## config.mk

```make
export PLATFORM = sky130hd
export DESIGN_NAME = dac_regfile_ctl
export DESIGN_NICKNAME = d
export VERILOG_FILES = /design/src/rtl/dac_regfile_ctl.sv
export SDC_FILE = /design/constraint.sdc
export NUM_CORES = 1
export LEC_CHECK = 0
export BUFFER_PORTS_ARGS = -buffer_cell sky130_fd_sc_hd__buf_2
export CELL_PAD_IN_SITES_DETAIL_PLACEMENT = 0
export CELL_PAD_IN_SITES_GLOBAL_PLACEMENT = 1
export CORE_UTILIZATION = 40
export CTS_CLUSTER_SIZE = 20
export DETAILED_ROUTE_END_ITERATION = 8
export MAX_ROUTING_LAYER = met4
export PLACE_DENSITY = 0.77
export SKIP_LAST_GASP = 1
export SLEW_MARGIN = 20
export SYNTH_ARGS = -nofsm -noshare
export SYNTH_HDL_FRONTEND = slang
export SYNTH_SLANG_ARGS = --single-unit
```

## constraint.sdc

```tcl
create_clock -name clk -period 3 [get_ports clk]
set_input_delay 0 -clock clk [delete_from_list [all_inputs] [get_ports clk]]
set_output_delay 0 -clock clk [all_outputs]
set_load 0.05 [all_outputs]
```

## src/rtl/dac_regfile_ctl.sv

```systemverilog
module dac_regfile_ctl #(
  parameter int DW = 12
) (
  input  logic            clk,
  input  logic            rst_n,
  input  logic            cmd_valid,
  input  logic [2:0]      cmd_op,
  input  logic [2:0]      cmd_ch,
  input  logic [DW-1:0]   cmd_data,
  input  logic            load_n,
  output logic [4*DW-1:0] dac_code,
  output logic [7:0]      pd_mode,
  output logic            ref_on
);
  localparam int NCH = 4;

  logic ld_s1, ld_s2;
  logic [NCH-1:0] mask_q, dirty_v;

  wire addr_ok = (cmd_ch < 3'd4) || (cmd_ch == 3'd7);
  wire is_wr   = cmd_valid && addr_ok && (cmd_op == 3'd0 || cmd_op == 3'd2 || cmd_op == 3'd3);
  wire clr     = cmd_valid && cmd_op == 3'd5;

  always_ff @(posedge clk or negedge rst_n)
    if (!rst_n) begin
      ld_s1 <= 1'b1;
      ld_s2 <= 1'b1;
    end else begin
      ld_s1 <= load_n;
      ld_s2 <= ld_s1;
    end

  for (genvar i = 0; i < NCH; i++) begin : g_ch
    logic [DW-1:0] in_q, dac_q, in_n;
    logic dirty_q, dirty_n, sel, wr, upd;

    assign sel     = (cmd_ch == 3'd7) || (cmd_ch == 3'(i));
    assign wr      = is_wr && sel;
    assign upd     = (cmd_valid && addr_ok &&
                      ((sel && (cmd_op == 3'd1 || cmd_op == 3'd3)) || cmd_op == 3'd2))
                     || !ld_s2 || mask_q[i];
    assign in_n    = wr ? cmd_data : in_q;
    assign dirty_n = wr | dirty_q;

    always_ff @(posedge clk or negedge rst_n)
      if (!rst_n) begin
        in_q    <= '0;
        dac_q   <= '0;
        dirty_q <= 1'b0;
      end else if (clr) begin
        in_q    <= '0;
        dac_q   <= '0;
        dirty_q <= 1'b0;
      end else begin
        in_q <= in_n;
        if (upd && dirty_n) begin
          dac_q   <= in_n;
          dirty_q <= 1'b0;
        end else begin
          dirty_q <= dirty_n;
        end
      end

    assign dac_code[i*DW +: DW] = dac_q;
    assign dirty_v[i]           = dirty_q;
  end

  always_ff @(posedge clk or negedge rst_n)
    if (!rst_n) begin
      mask_q  <= '0;
      pd_mode <= '0;
      ref_on  <= 1'b0;
    end else if (clr) begin
      mask_q  <= '0;
      pd_mode <= '0;
      ref_on  <= 1'b0;
    end else if (cmd_valid) begin
      case (cmd_op)
        3'd6: mask_q <= cmd_data[NCH-1:0];
        3'd7: ref_on <= cmd_data[0];
        3'd4:
          for (int k = 0; k < NCH; k++)
            if (cmd_data[k]) pd_mode[2*k +: 2] <= cmd_data[5:4];
        default: ;
      endcase
    end
endmodule


```

==> out/qor_table.md, run 1 <==
| Group | Parameter | This run |
| --- | --- | --- |
| logic synthesis | Most frequently used flop master after synthesis | dfrtp_1 |
| clocking | Total setup buffers inserted after CTS | 0 |
| global route | Sum of overflow across all layers after global routing | 0 |
| timing | Hold Fails Final Rpt | 0 |
| setup path | Logic depth of the worst register-to-register path | 6 |
| clocking | Total of hold buffers inserted after clock tree synthesis | 11 |
| cells and area | Nets@finish | 553 |
| drt | Routed len/inst | 17.59 microns |
| floorplanning | Height of the die | 116.3 microns |
| logic synthesis | Biggest area contributors in the synthesized netlist | dfrtp_1 54%, mux2i_1 11%, a21oi_1 3.8% |
| setup path | Reg-to-reg startpoint | ld_s2 |
| global route | First-pass GRT wire length | 20580 microns |
| logic synthesis | Cell types with the highest counts after synthesis | 113 x dfrtp_1, 56 x mux2i_1, 45 x nor2_1 |
| clocking | Register clock-pin slew on the reported worst setup and hold paths | 0.06 ns |
| clocking | Clock tree from TritonCTS | yes |
| timing | Final cycle utilization of the critical path | 67.40% |
| setup path | Kind of end point of the critical path | register |
| logic synthesis | Yosys top cell by area | dfrtp_1 |
| drt | Total Routed Length | 12600 microns |
| setup path | Crit-path most repeated cell | nand2_1 |
| setup path | Endpoint arrival time on the critical path | 2.31 ns |
| logic synthesis | Post-Syn Area per Cell | 11.50 sq um |
| logic synthesis | Mux contribution to synthesized area | 13.32% |
| logic synthesis | Synthesized netlist net count | 476 |
| cells and area | Final Util | 50.45% |
| power and ir drop | Static Leakage | 0.002981 uW |
| timing | Final setup violation count | 0 |
| min path | Class of the tightest hold or removal check | in -> reg |
| logic synthesis | Synth warnings | 0 |
| drt | DR pass1 iterations | 4 |
| place | Detailed Place HPWL | 7893 microns |
| logic synthesis | Main combinational cell family by area after synthesis | simple AND/OR/NAND/NOR gates |
| clocking | Inserted Clock Buffers | 17 |
| logic synthesis | Fraction of the mapped netlist area in simple logic gates | 13.40% |
| job | Max-cap violation count | 0 |
| setup path | Largest stage delay on the critical path | 0.63 ns |
| timing | Transition time at the pin with the least slew margin | 0.9459 ns |
| power and ir drop | Peak ir drop on the vdd network | 0.0006250 V |
| clocking | Sink Count | 115 |
| floorplanning | I/O pin cnt | 79 |
| drt | DRC errors left | 0 |
| min path | WHS Endpoint | mask_q[1] |
| timing | Setup skew after layout | 0.005337 ns |
| logic synthesis | Cells after synthesis | 454 |
| place | Gp weighted congestion | 0.7935 |
| drt | Drt via density | 5.152 |
| logic synthesis | Distinct cell type count of the synthesized netlist | 49 |
| status | Outcome | finished, final reports clean |
| setup path | Maximum fanout along the worst path | 29 |
| drt | Number of antenna-violating nets in the routed design | 0 |
| logic synthesis | Fraction of synthesized cell area in xor and xnor cells | 0.6231% |
| global route | Number of global-route vias before repair | 3785 |
| clocking | Skew-Pair Late Insertion Delay | 0.41 ns |
| timing | Total Neg Setup Slack | 0 ns |
| logic synthesis | Adder-cell area share of the yosys netlist | 0% |
| timing | Final number of max-transition violations | 0 |
| min path | Hold Path Cell Cnt | 3 |
| setup path | Kind of cell adding the most delay to the critical path | simple AND/OR/NAND/NOR gates |
| timing | Slew headroom | 36.79% |
| global route | Maximum number of pins on one net before global-route repair | 63 |
| cells and area | Ant. Diodes | 0 |
| place | Standard cell area after detailed placement | 5657 sq um |
| logic synthesis | Most frequently used cell type in the post-synthesis netlist | dfrtp_1 |
| setup path | Setup Crit Path Kind | in -> reg |
| logic synthesis | Top-area cell type share of the netlist area | 54.16% |
| setup path | Reg-to-reg slack, setup | 1.07 ns |
| cells and area | Synth-to-Final Area Change | 22.43% |
| clocking | Maximum number of buffers from clock root to sink | 2 |
| global route | Initial antenna violation count | 0 |
| drt | Count of routing violations after the opening detailed-route iteration | 194 |
| cells and area | Layout Cell Area excl Fill | 6392 sq um |
| floorplanning | Die outline width | 116.3 microns |
| logic synthesis | Flip-flop and latch count after synthesis | 115 |
| logic synthesis | Sequential element share of the synthesized area | 55.16% |
| min path | Origin of the worst min-delay path | cmd_data[1] |
| clocking | CTS HTree Levels | 4 |
| logic synthesis | Fraction of registers with async set/reset | 100.0% |
| setup path | Critical path cell sequence | dlygate4sd3_1 -> buf_2 -> nand2_1 -> nor2_1 -> nand2_1 -> and2_1 -> mux2_1 |
| setup path | Slowest stage cell on the critical path | nand2_1 |
| setup path | Endpoint of the lowest-slack register-to-register path | g_ch[3].dac_q[5] |
| floorplanning | Standard-cell row count | 41 |
| place | Port Buf Inserts | 78 |
| setup path | Startpoint class of the critical path | primary input |
| global route | Total routing usage reported by global routing | 21.39% |
| power and ir drop | Power per cell area | 919.7 nW/um^2 |
| setup path | Req. time, crit path | 3.29 ns |
| logic synthesis | Share of the synthesized area in compound gates (AO/OA/AOI/OAI) | 13.06% |
| cells and area | Share of final-layout standard cells stronger than drive strength 1 | 28.86% |
| floorplanning | Die footprint | 13510 sq um |
| timing | RSZ-0062 raised after global routing | no |
| logic synthesis | Count of flip-flops with a built-in enable after synthesis | 0 |
| clocking | Root Driver | clkbuf_16 |
| clocking | Count of instances resized after the clock tree is built | 0 |
| drt | Vias after detailed routing | 3689 |
| power and ir drop | Final total power | 5879 uW |
| floorplanning | Starting utilization of the core area | 41.21% |
| timing | Highest attainable clock frequency | 494.6 MHz |
| setup path | CP bufs+invs | 2 |
| floorplanning | Area of the core | 12670 sq um |
| cells and area | Layout fillers | 1140 |
| logic synthesis | Mapped Area | 5221 sq um |
| timing | Time the worst path needs with I/O delays and setup | 2.022 ns |
[report_power, final]
part	total [uW]	internal [uW]	switching, uW
clock network	2120	1410	710
registers	2070	1900	175
logic	1680	441	1240
total	5880	3750	2130
[final cells by class]
| type | count | area [sq um] | share of cell area, % |
|---|---|---|---|
| clock buffers | 20 | 446.7 | 6.988 |
| clock inverters | 12 | 178.9 | 2.799 |
| flip-flops and latches | 115 | 2880 | 45.06 |
| multi-input cells | 302 | 2111 | 33.02 |
| repair buffers | 95 | 560.5 | 8.769 |
| well taps | 172 | 215.2 | 3.367 |
[layout by cell type (no fill, tap or decap), types with 2 or more instances in the layout]
cell / netlist / routed
dfrtp_1: 113 / 113
buf_2: 17 / 77
mux2i_1: 56 / 56
nor2_1: 45 / 45
a21oi_1: 40 / 40
o31ai_1: 24 / 24
o21ai_0: 22 / 22
nand2_1: 19 / 19
clkbuf_16: 0 / 17
and2_1: 15 / 14
mux2_2: 11 / 11
dlygate4sd3_1: 0 / 11
nor2_2: 10 / 10
buf_4: 4 / 6
nor2b_1: 5 / 5
a31oi_1: 4 / 4
nand2b_1: 4 / 4
a21o_1: 4 / 4
bufinv_16: 0 / 4
o21ai_1: 3 / 3
nand3_1: 3 / 3
clkinvlp_4: 0 / 3
xnor2_2: 2 / 2
nor3_4: 2 / 2
nor3b_4: 2 / 2
nor4_2: 2 / 2
o22ai_1: 2 / 2
nand3b_1: 2 / 2
nand4b_1: 2 / 2
or2_1: 2 / 2
a32oi_1: 2 / 2
a21oi_2: 2 / 2
and2_0: 2 / 2
inv_6: 0 / 2
clkinv_2: 0 / 2
clkbuf_1: 8 / 2
dfstp_2: 2 / 2
[state kept, by name (all words and copies together) (netlist names)]
signal,count
ld_s1,1
g_ch.dirty_q,4
ref_on,1
mask_q,4
g_ch.dac_q,48
pd_mode,8
ld_s2,1
g_ch.in_q,48
[layer usage]
layer	vias up	part of all wire (%)	track usage, %
li1	1752	-	-
met1	1835	46	27.72
met2	93	48	32.47
met3	9	4.9	4.567
met4	0	1.3	9.145
met5	-	0	-
[metrics by stage]
stage	setup slack, ns	hold slack [ns]	std cells
4_1_cts	1.003	0.003684	716
6_report	0.9781	0.03511	716
5_1_grt	0.8433	0.02764	716
3_5_place_dp	0.9572	0.08847	673
3_3_place_gp	1.013	0.07772	673
2_1_floorplan	1.173	-0.2956	454
[how the worst max path moves through the flow]
stage / from / endpoint / slack, ns / cells past startpoint
2_1_floorplan: ld_s2 / g_ch[3].dac_q[10] / 1.17 / 6
3_3_place_gp: cmd_op[0] / g_ch[3].dac_q[11] / 1.01 / 6
3_5_place_dp: cmd_op[0] / g_ch[3].dac_q[5] / 0.96 / 6
4_1_cts: cmd_valid / g_ch[3].dac_q[5] / 1.00 / 7
5_1_grt: cmd_valid / g_ch[3].dac_q[11] / 0.84 / 7
6_report: cmd_valid / g_ch[3].dac_q[11] / 0.98 / 7
[kinds of logic after synthesis]
kind of cell / after synthesis
flops: 115
buf+inv: 37
compound gates: 108
xor+xnor: 2
simple gates: 124
mux: 68
[tightest hold or removal path, cell delays in order]
cell	delay [ns]
buf_2	0.18
a21oi_1	0.14
o21ai_0	0.07
(Power assumes the default switching activity.)
==> run 2: changes to the inputs <==
==> constraint.sdc (replaced) <==
create_clock -name clk -period 2.1 [get_ports clk]
set_input_delay 0 -clock clk [delete_from_list [all_inputs] [get_ports clk]]
set_output_delay 0 -clock clk [all_outputs]
set_load 0.05 [all_outputs]
==> run 2 against run 1 <==
  * Via count up 2.1%
  * Final cell count is 0.84% higher
  * Non-clock buffer count rose by 6
  * Routed wire length up 0.27%
  * Largest power group is now sequential cells
  * Global-route usage decreased by 0.35 points
  * Sequential power up 43%
  * Cell area about the same
  * Worst setup slack lost 0.79 ns
  * Clock-buffer cell count grew 2
==> out/qor_table.md, run 2 (same netlist as run 1, synthesis figures left out) <==
| Group | Parameter | This run | vs previous |
| --- | --- | --- | --- |
| timing | Final setup violation count | 0 | unchanged |
| drt | DR pass1 iterations | 4 | unchanged |
| cells and area | Synth-to-Final Area Change | 22.45% | about the same |
| status | Outcome | finished, final reports clean |  |
| setup path | Req. time, crit path | 2.35 ns | -0.94 ns |
| global route | M2 GR Usage | 32.90% | +0.43 points |
| drt | Number of antenna-violating nets in the routed design | 0 | unchanged |
| setup path | Slowest stage cell on the critical path | nor3b_4 |  |
| drt | DRC errors left | 0 | unchanged |
| power and ir drop | Part of the total power dissipated in sequential elements | 36.4% | +1.2 points |
| min path | Class of the tightest hold or removal check | in -> reg |  |
| place | Pre-CTS setup slack | 0.1611 ns | -0.7962 ns |
| clocking | Maximum number of buffers from clock root to sink | 2 | unchanged |
| global route | Initial antenna violation count | 0 | unchanged |
| global route | Sum of overflow across all layers after global routing | 0 | unchanged |
| timing | Setup skew after layout | 0.01252 ns | +0.007179 ns |
| global route | Most heavily used metal layer in global routing | met2 |  |
| setup path | Largest stage delay on the critical path | 0.70 ns | +0.07 ns |
| cells and area | Commonest cells after routing, fill and taps aside | 113 x dfrtp_1, 77 x buf_2, 56 x mux2i_1 |  |
| power and ir drop | Total net switching power | 2994 uW | +41% |
| timing | Hold Fails Final Rpt | 0 | unchanged |
| timing | Final cycle utilization of the critical path | 90.95% |  |
| clocking | Inserted Clock Buffers | 17 | unchanged |
| floorplanning | Starting utilization of the core area | 41.21% | unchanged |
| drt | Vias after detailed routing | 3765 | +2.1% |
| cells and area | Ant. Diodes | 0 | unchanged |
| power and ir drop | Peak ir drop on the vdd network | 0.0008902 V | +42% |
| power and ir drop | Power per cell area | 1272 nW/um^2 | +38% |
| clocking | Sink Count | 115 | unchanged |
| setup path | Startpoint class of the critical path | primary input |  |
| timing | Worst Slack Setup Final | 0.1900 ns | -0.7881 ns |
| clocking | Clock tree from TritonCTS | yes |  |
| setup path | Endpoint of the lowest-slack register-to-register path | g_ch[3].dac_q[2] |  |
| global route | Global routing met3 resource utilization | 3.684% | -0.88 points |
| global route | Total routing usage reported by global routing | 21.04% | -0.35 points |
| setup path | Setup Crit Path Kind | in -> reg |  |
| power and ir drop | Share of power burned in the clock network | 33.8% | -2.3 points |
| global route | First-pass GRT wire length | 20550 microns | -0.13% |
| cells and area | Commonest non-fill, non-tap cell in the layout | dfrtp_1 |  |
| job | Max-cap violation count | 0 | unchanged |
| setup path | Kind of cell adding the most delay to the critical path | simple AND/OR/NAND/NOR gates |  |
| timing | Total Neg Setup Slack | 0 ns | unchanged |
| min path | Origin of the worst min-delay path | cmd_data[10] |  |
| clocking | Skew-Pair Late Insertion Delay | 0.41 ns | about the same |
| min path | WHS Endpoint | g_ch[2].in_q[10] |  |
| floorplanning | I/O pin cnt | 79 | unchanged |
| floorplanning | Standard-cell row count | 41 | unchanged |
| setup path | Endpoint arrival time on the critical path | 2.16 ns | -0.15 ns |
| setup path | Critical path cell sequence | dlygate4sd3_1 -> buf_2 -> and2b_2 -> nand2_8 -> nor3b_4 -> mux2i_1 -> a21oi_1 |  |
| setup path | CP bufs+invs | 2 | unchanged |
| place | Standard cell area after detailed placement | 5702 sq um | +0.80% |
| global route | Met1 global-route usage | 27.33% | -0.39 points |
| timing | Transition time at the pin with the least slew margin | 0.9221 ns | -0.02376 ns |
| clocking | Count of instances resized after the clock tree is built | 0 | unchanged |
| place | Port Buf Inserts | 78 | unchanged |
| floorplanning | Area of the core | 12670 sq um | unchanged |
| setup path | Logic depth of the worst register-to-register path | 6 | unchanged |
| min path | Hold Path Cell Cnt | 3 | unchanged |
| timing | Slew headroom | 38.38% | +1.6 points |
| floorplanning | Die outline width | 116.3 microns | unchanged |
| power and ir drop | Combinational cell fraction of total power | 29.7% | +1.0 points |
| global route | Maximum number of pins on one net before global-route repair | 47 | -25% |
| clocking | Root Driver | clkbuf_16 |  |
| global route | Number of global-route vias before repair | 3851 | +1.7% |
| power and ir drop | Static Leakage | 0.002994 uW | +0.43% |
| timing | Time the worst path needs with I/O delays and setup | 1.910 ns |  |
| drt | Routed len/inst | 17.49 microns | -0.56% |
| timing | Highest attainable clock frequency | 523.6 MHz |  |
| drt | Drt via density | 5.215 | +1.2% |
| timing | Final number of max-transition violations | 0 | unchanged |
| floorplanning | Height of the die | 116.3 microns | unchanged |
| drt | Count of routing violations after the opening detailed-route iteration | 212 | +9.3% |
| power and ir drop | Internal power | 5142 uW | +37% |
| place | Gp weighted congestion | 0.7929 | about the same |
| cells and area | Nets@finish | 559 | +1.1% |
| cells and area | Share of final-layout standard cells stronger than drive strength 1 | 29.64% | +0.78 points |
| floorplanning | Die footprint | 13510 sq um | unchanged |
| drt | Total Routed Length | 12630 microns | +0.27% |
| clocking | Register clock-pin slew on the reported worst setup and hold paths | 0.05 ns | about the same |
| cells and area | Layout Cell Area excl Fill | 6394 sq um | about the same |
| timing | RSZ-0062 raised after global routing | no |  |
| power and ir drop | Switching share of power | 36.80% | +0.60 points |
| clocking | CTS HTree Levels | 4 | unchanged |
| place | Detailed Place HPWL | 8284 microns | +5.0% |
| setup path | Reg-to-reg slack, setup | 0.22 ns | -0.85 ns |
| cells and area | Biggest registers after layout | g_ch.dac_q: 48 flops, g_ch.in_q: 48 flops, pd_mode: 8 flops |  |
| setup path | Kind of end point of the critical path | register |  |
| setup path | Maximum fanout along the worst path | 13 | -55% |
| setup path | Reg-to-reg startpoint | ld_s2 |  |
## run 2: cell count changes in the layout (fill, tap and decap cells not counted), moves of 2 or more
cell       previous run  this run
buf_4                 6        12
clkinv_2              2         5
bufinv_16             4         2
inv_6                 2         0
## run 2: per-stage QoR
step                cells  total power, uW  hold WS [ns]  utilization (%)
floorplan             454             4781       -0.2956                -
global placement      679             5359       0.05511            45.00
detailed placement    679             5403       0.06143            45.00
CTS                   721             8210      0.003659            50.30
global route          722             8514      0.003729            50.46
finish                722             8135      0.003699            50.46
## run 2: layout make-up
cell class / count / area, sq um
fill: 1164 / 6277
tap: 172 / 215.2
multi-input combinational: 302 / 2111
clock inverter: 10 / 107.6
sequential: 115 / 2880
clock buffer: 22 / 464.2
timing repair buffer: 101 / 615.6
## run 2: worst max path at each step
stage / startpoint / endpoint / slack [ns] / depth (start not counted)
finish: cmd_valid / g_ch[0].dac_q[8] / 0.19 / 7
global route: cmd_valid / g_ch[0].dac_q[8] / 0.02 / 7
CTS: cmd_valid / g_ch[3].dac_q[5] / 0.10 / 7
detailed placement: cmd_op[2] / g_ch[3].dac_q[5] / 0.16 / 6
global placement: cmd_op[2] / g_ch[3].dac_q[11] / 0.18 / 6
floorplan: ld_s2 / g_ch[3].dac_q[10] / 0.27 / 6
## run 2: power by group through the flow
stage          Combinational, uW  Clock [uW]  Sequential [uW]
6_report                    2420        2750             2960
5_1_grt                     2600        2900             3020
4_1_cts                     2430        2810             2970
3_5_place_dp                2410           0             2990
3_3_place_gp                2370           0             2990
2_1_floorplan                710           0             4070
## run 2: worst min-delay path: stages
cell     delay (ns)
buf_2          0.16
mux2i_1        0.11
nor2_1         0.09
## run 2: what timing repair did
item                       4_1_cts  5_1_grt
hold buffers                    10        0
setup endpoints to repair        0       12
hold endpoints to repair        62        0
buffers inserted                 0        1
## run 2: layer usage
metal | vias to the layer above | wire length [microns]
li1 | 1767 | -
met1 | 1881 | 5866
met2 | 102 | 6055
met3 | 15 | 515
met4 | 0 | 193
met5 | - | 0
==> run 3: changes to the inputs <==
--- a/config.mk
+++ b/config.mk
@@ -6,13 +6,12 @@
 export NUM_CORES = 1
 export LEC_CHECK = 0
 export BUFFER_PORTS_ARGS = -buffer_cell sky130_fd_sc_hd__buf_2
-export CELL_PAD_IN_SITES_DETAIL_PLACEMENT = 0
-export CELL_PAD_IN_SITES_GLOBAL_PLACEMENT = 1
-export CORE_UTILIZATION = 40
+export CORE_UTILIZATION = 30
 export CTS_CLUSTER_SIZE = 20
 export DETAILED_ROUTE_END_ITERATION = 8
 export MAX_ROUTING_LAYER = met4
-export PLACE_DENSITY = 0.77
+export PLACE_DENSITY = 0.52
+export REMOVE_ABC_BUFFERS = 1
 export SKIP_LAST_GASP = 1
 export SLEW_MARGIN = 20
 export SYNTH_ARGS = -nofsm -noshare
==> run 3 against run 2 <==
  * Final cell count is 7.2% higher
  * Clock skew rose by 0.0011 ns
  * Flip-flop and latch count did not move
  * Utilization is 12 points lower
  * Routed wire length up 6.7%
  * First-iteration DRC count rose by 8.5%
  * Sequential share of layout area shrank 0.92 points
  * Sequential power is essentially flat
  * Worst hold slack better by 0.017 ns
  * Die area is 33% higher
==> out/qor_table.md, run 3 (same netlist as run 1, synthesis figures left out) <==
| Group | Parameter | This run | vs previous |
| --- | --- | --- | --- |
| timing | Final setup violation count | 0 | unchanged |
| min path | Origin of the worst min-delay path | cmd_data[4] |  |
| clocking | Root Driver | clkbuf_16 |  |
| clocking | Total of hold buffers inserted after clock tree synthesis | 12 | +2 |
| drt | Vias after detailed routing | 3773 | +0.21% |
| timing | Setup skew after layout | 0.01365 ns | +0.001131 ns |
| clocking | Count of instances resized after the clock tree is built | 0 | unchanged |
| place | Gp weighted congestion | 0.7782 | -1.9% |
| timing | RSZ-0062 raised after global routing | no |  |
| floorplanning | Area of the core | 16760 sq um | +32% |
| floorplanning | Standard-cell row count | 47 | +15% |
| cells and area | Commonest cells after routing, fill and taps aside | 113 x dfrtp_1, 77 x buf_2, 56 x mux2i_1 |  |
| global route | Number of global-route vias before repair | 3889 | +0.99% |
| clocking | Inserted Clock Buffers | 17 | unchanged |
| power and ir drop | Power per cell area | 1283 nW/um^2 | +0.83% |
| timing | Highest attainable clock frequency | 522.0 MHz | -0.30% |
| cells and area | Layout fillers | 1650 | +42% |
| timing | Time the worst path needs with I/O delays and setup | 1.916 ns | +0.005701 ns |
| clocking | Total setup buffers inserted after CTS | 0 | unchanged |
| floorplanning | Starting utilization of the core area | 31.15% | -10 points |
| drt | Count of routing violations after the opening detailed-route iteration | 230 | +8.5% |
| timing | Slew headroom | 37.68% | -0.70 points |
| job | Max-cap violation count | 0 | unchanged |
| timing | Worst Slack Setup Final | 0.1843 ns | -0.005701 ns |
| timing | Final cycle utilization of the critical path | 91.22% | +0.27 points |
| floorplanning | I/O pin cnt | 79 | unchanged |
| drt | Drt via density | 4.875 | -6.5% |
| power and ir drop | Static Leakage | 0.003044 uW | +1.7% |
| setup path | Req. time, crit path | 2.39 ns | +0.04 ns |
| cells and area | Count of non-filler cells in the finished layout | 774 | +7.2% |
| setup path | Reg-to-reg startpoint | ld_s2 |  |
| floorplanning | Die footprint | 17940 sq um | +33% |
| drt | DR pass1 iterations | 4 | unchanged |
| clocking | Sink Count | 115 | unchanged |
| global route | Total routing usage reported by global routing | 16.58% | -4.5 points |
| clocking | Clock tree from TritonCTS | yes |  |
| power and ir drop | Peak ir drop on the vdd network | 0.0007229 V | -19% |
| setup path | Slowest stage cell on the critical path | nor3b_4 |  |
| clocking | Maximum number of buffers from clock root to sink | 2 | unchanged |
| drt | DRC errors left | 0 | unchanged |
| drt | Total Routed Length | 13480 microns | +6.7% |
| status | Outcome | finished, final reports clean |  |
| min path | Hold Path Cell Cnt | 3 | unchanged |
| timing | Transition time at the pin with the least slew margin | 0.9326 ns | +0.01054 ns |
| clocking | Skew-Pair Late Insertion Delay | 0.41 ns | about the same |
| cells and area | Biggest registers after layout | g_ch.dac_q: 48 flops, g_ch.in_q: 48 flops, pd_mode: 8 flops |  |
| cells and area | Commonest non-fill, non-tap cell in the layout | dfrtp_1 |  |
| global route | Initial antenna violation count | 0 | unchanged |
| setup path | Largest stage delay on the critical path | 0.79 ns | +0.09 ns |
| clocking | Register clock-pin slew on the reported worst setup and hold paths | 0.06 ns | about the same |
| timing | Hold Fails Final Rpt | 0 | unchanged |
| global route | First-pass GRT wire length | 21650 microns | +5.3% |
| setup path | Setup Crit Path Kind | in -> reg |  |
| setup path | Critical path cell sequence | dlygate4sd3_1 -> buf_2 -> nor2b_4 -> nor3b_4 -> mux2i_1 -> nor2_2 -> mux2_2 |  |
| setup path | Startpoint class of the critical path | primary input |  |
| place | Port Buf Inserts | 78 | unchanged |
| global route | Sum of overflow across all layers after global routing | 0 | unchanged |
| floorplanning | Height of the die | 133.9 microns | +15% |
| setup path | Kind of end point of the critical path | register |  |
| clocking | CTS HTree Levels | 4 | unchanged |
| cells and area | Ant. Diodes | 0 | unchanged |
| setup path | Maximum fanout along the worst path | 13 | unchanged |
| cells and area | Nets@finish | 563 | +0.72% |
| min path | WHS Endpoint | g_ch[0].in_q[4] |  |
| place | Cell count after placement | 730 | +7.5% |
| min path | Class of the tightest hold or removal check | in -> reg |  |
| place | Pre-CTS setup slack | 0.07931 ns | -0.08177 ns |
| cells and area | Synth-to-Final Area Change | 25.02% |  |
| setup path | Reg-to-reg slack, setup | 0.20 ns | -0.02 ns |
| cells and area | Share of final-layout standard cells stronger than drive strength 1 | 30.14% | +0.51 points |
| timing | Final number of max-transition violations | 0 | unchanged |
| setup path | Endpoint of the lowest-slack register-to-register path | g_ch[3].dac_q[10] |  |
| setup path | Logic depth of the worst register-to-register path | 6 | unchanged |
| setup path | Endpoint arrival time on the critical path | 2.20 ns | +0.04 ns |
| drt | Number of antenna-violating nets in the routed design | 0 | unchanged |
| drt | Routed len/inst | 17.41 microns | -0.45% |
| floorplanning | Die outline width | 133.9 microns | +15% |
| place | Detailed Place HPWL | 8749 microns | +5.6% |
| global route | Maximum number of pins on one net before global-route repair | 49 | +4.3% |
-- run 3: worst max path at each step --
stage	startpoint	end	slack (ns)	cells past startpoint
final	cmd_op[1]	g_ch[3].dac_q[10]	0.18	7
after global placement	cmd_op[2]	g_ch[3].dac_q[11]	0.09	6
after CTS	cmd_op[1]	g_ch[3].dac_q[5]	0.19	7
after detailed placement	cmd_op[2]	g_ch[3].dac_q[5]	0.08	6
after floorplan	ld_s2	g_ch[3].dac_q[0]	-0.01	5
after global routing	cmd_op[1]	g_ch[0].dac_q[8]	0.03	7
-- run 3: layout make-up --
cell class	instances	area (sq um)	share of cell area, %
clock buffer	20	456.7	6.996
clock inverter	12	153.9	2.358
multi-input combinational	302	2111	32.34
sequential	115	2880	44.12
tap	220	275.3	4.217
timing repair buffer	105	650.6	9.967
-- run 3: per-stage QoR --
step	area, sq um	hold slack [ns]	TNS (ns)	total power (uW)	utilization (%)
2_1_floorplan	4990	-0.2956	-0.1245	4735	-
3_3_place_gp	5797	0.06034	0	5380	34.59
3_5_place_dp	5797	0.06719	0	5425	34.59
4_1_cts	6528	0.01577	0	8463	38.95
5_1_grt	6528	0.02300	0	8765	38.95
6_report	6528	0.02116	0	8375	38.95
-- run 3: critical path: cells and delay by family --
family | cells | cell delay [ns]
and+or+nand+nor | 3 | 0.93
muxes | 2 | 0.57
buffers and inverters | 2 | 0.68
-- run 3: where the power goes --
part / total [uW] / internal [uW] / leakage (uW) / switching [uW]
Combinational: 2440 / 641 / 0.00126 / 1790
Clock: 2980 / 1930 / 0.000305 / 1050
Sequential: 2960 / 2710 / 0.00148 / 250
Total: 8370 / 5280 / 0.00304 / 3090
-- run 3: layer usage --
metal | track usage (%) | wire length (microns) | vias to the layer above
met5 | - | 0 | -
met4 | 4.482 | 74 | 0
met3 | 4.800 | 680 | 4
met2 | 25.16 | 6352 | 102
met1 | 21.56 | 6369 | 1901
li1 | - | - | 1766
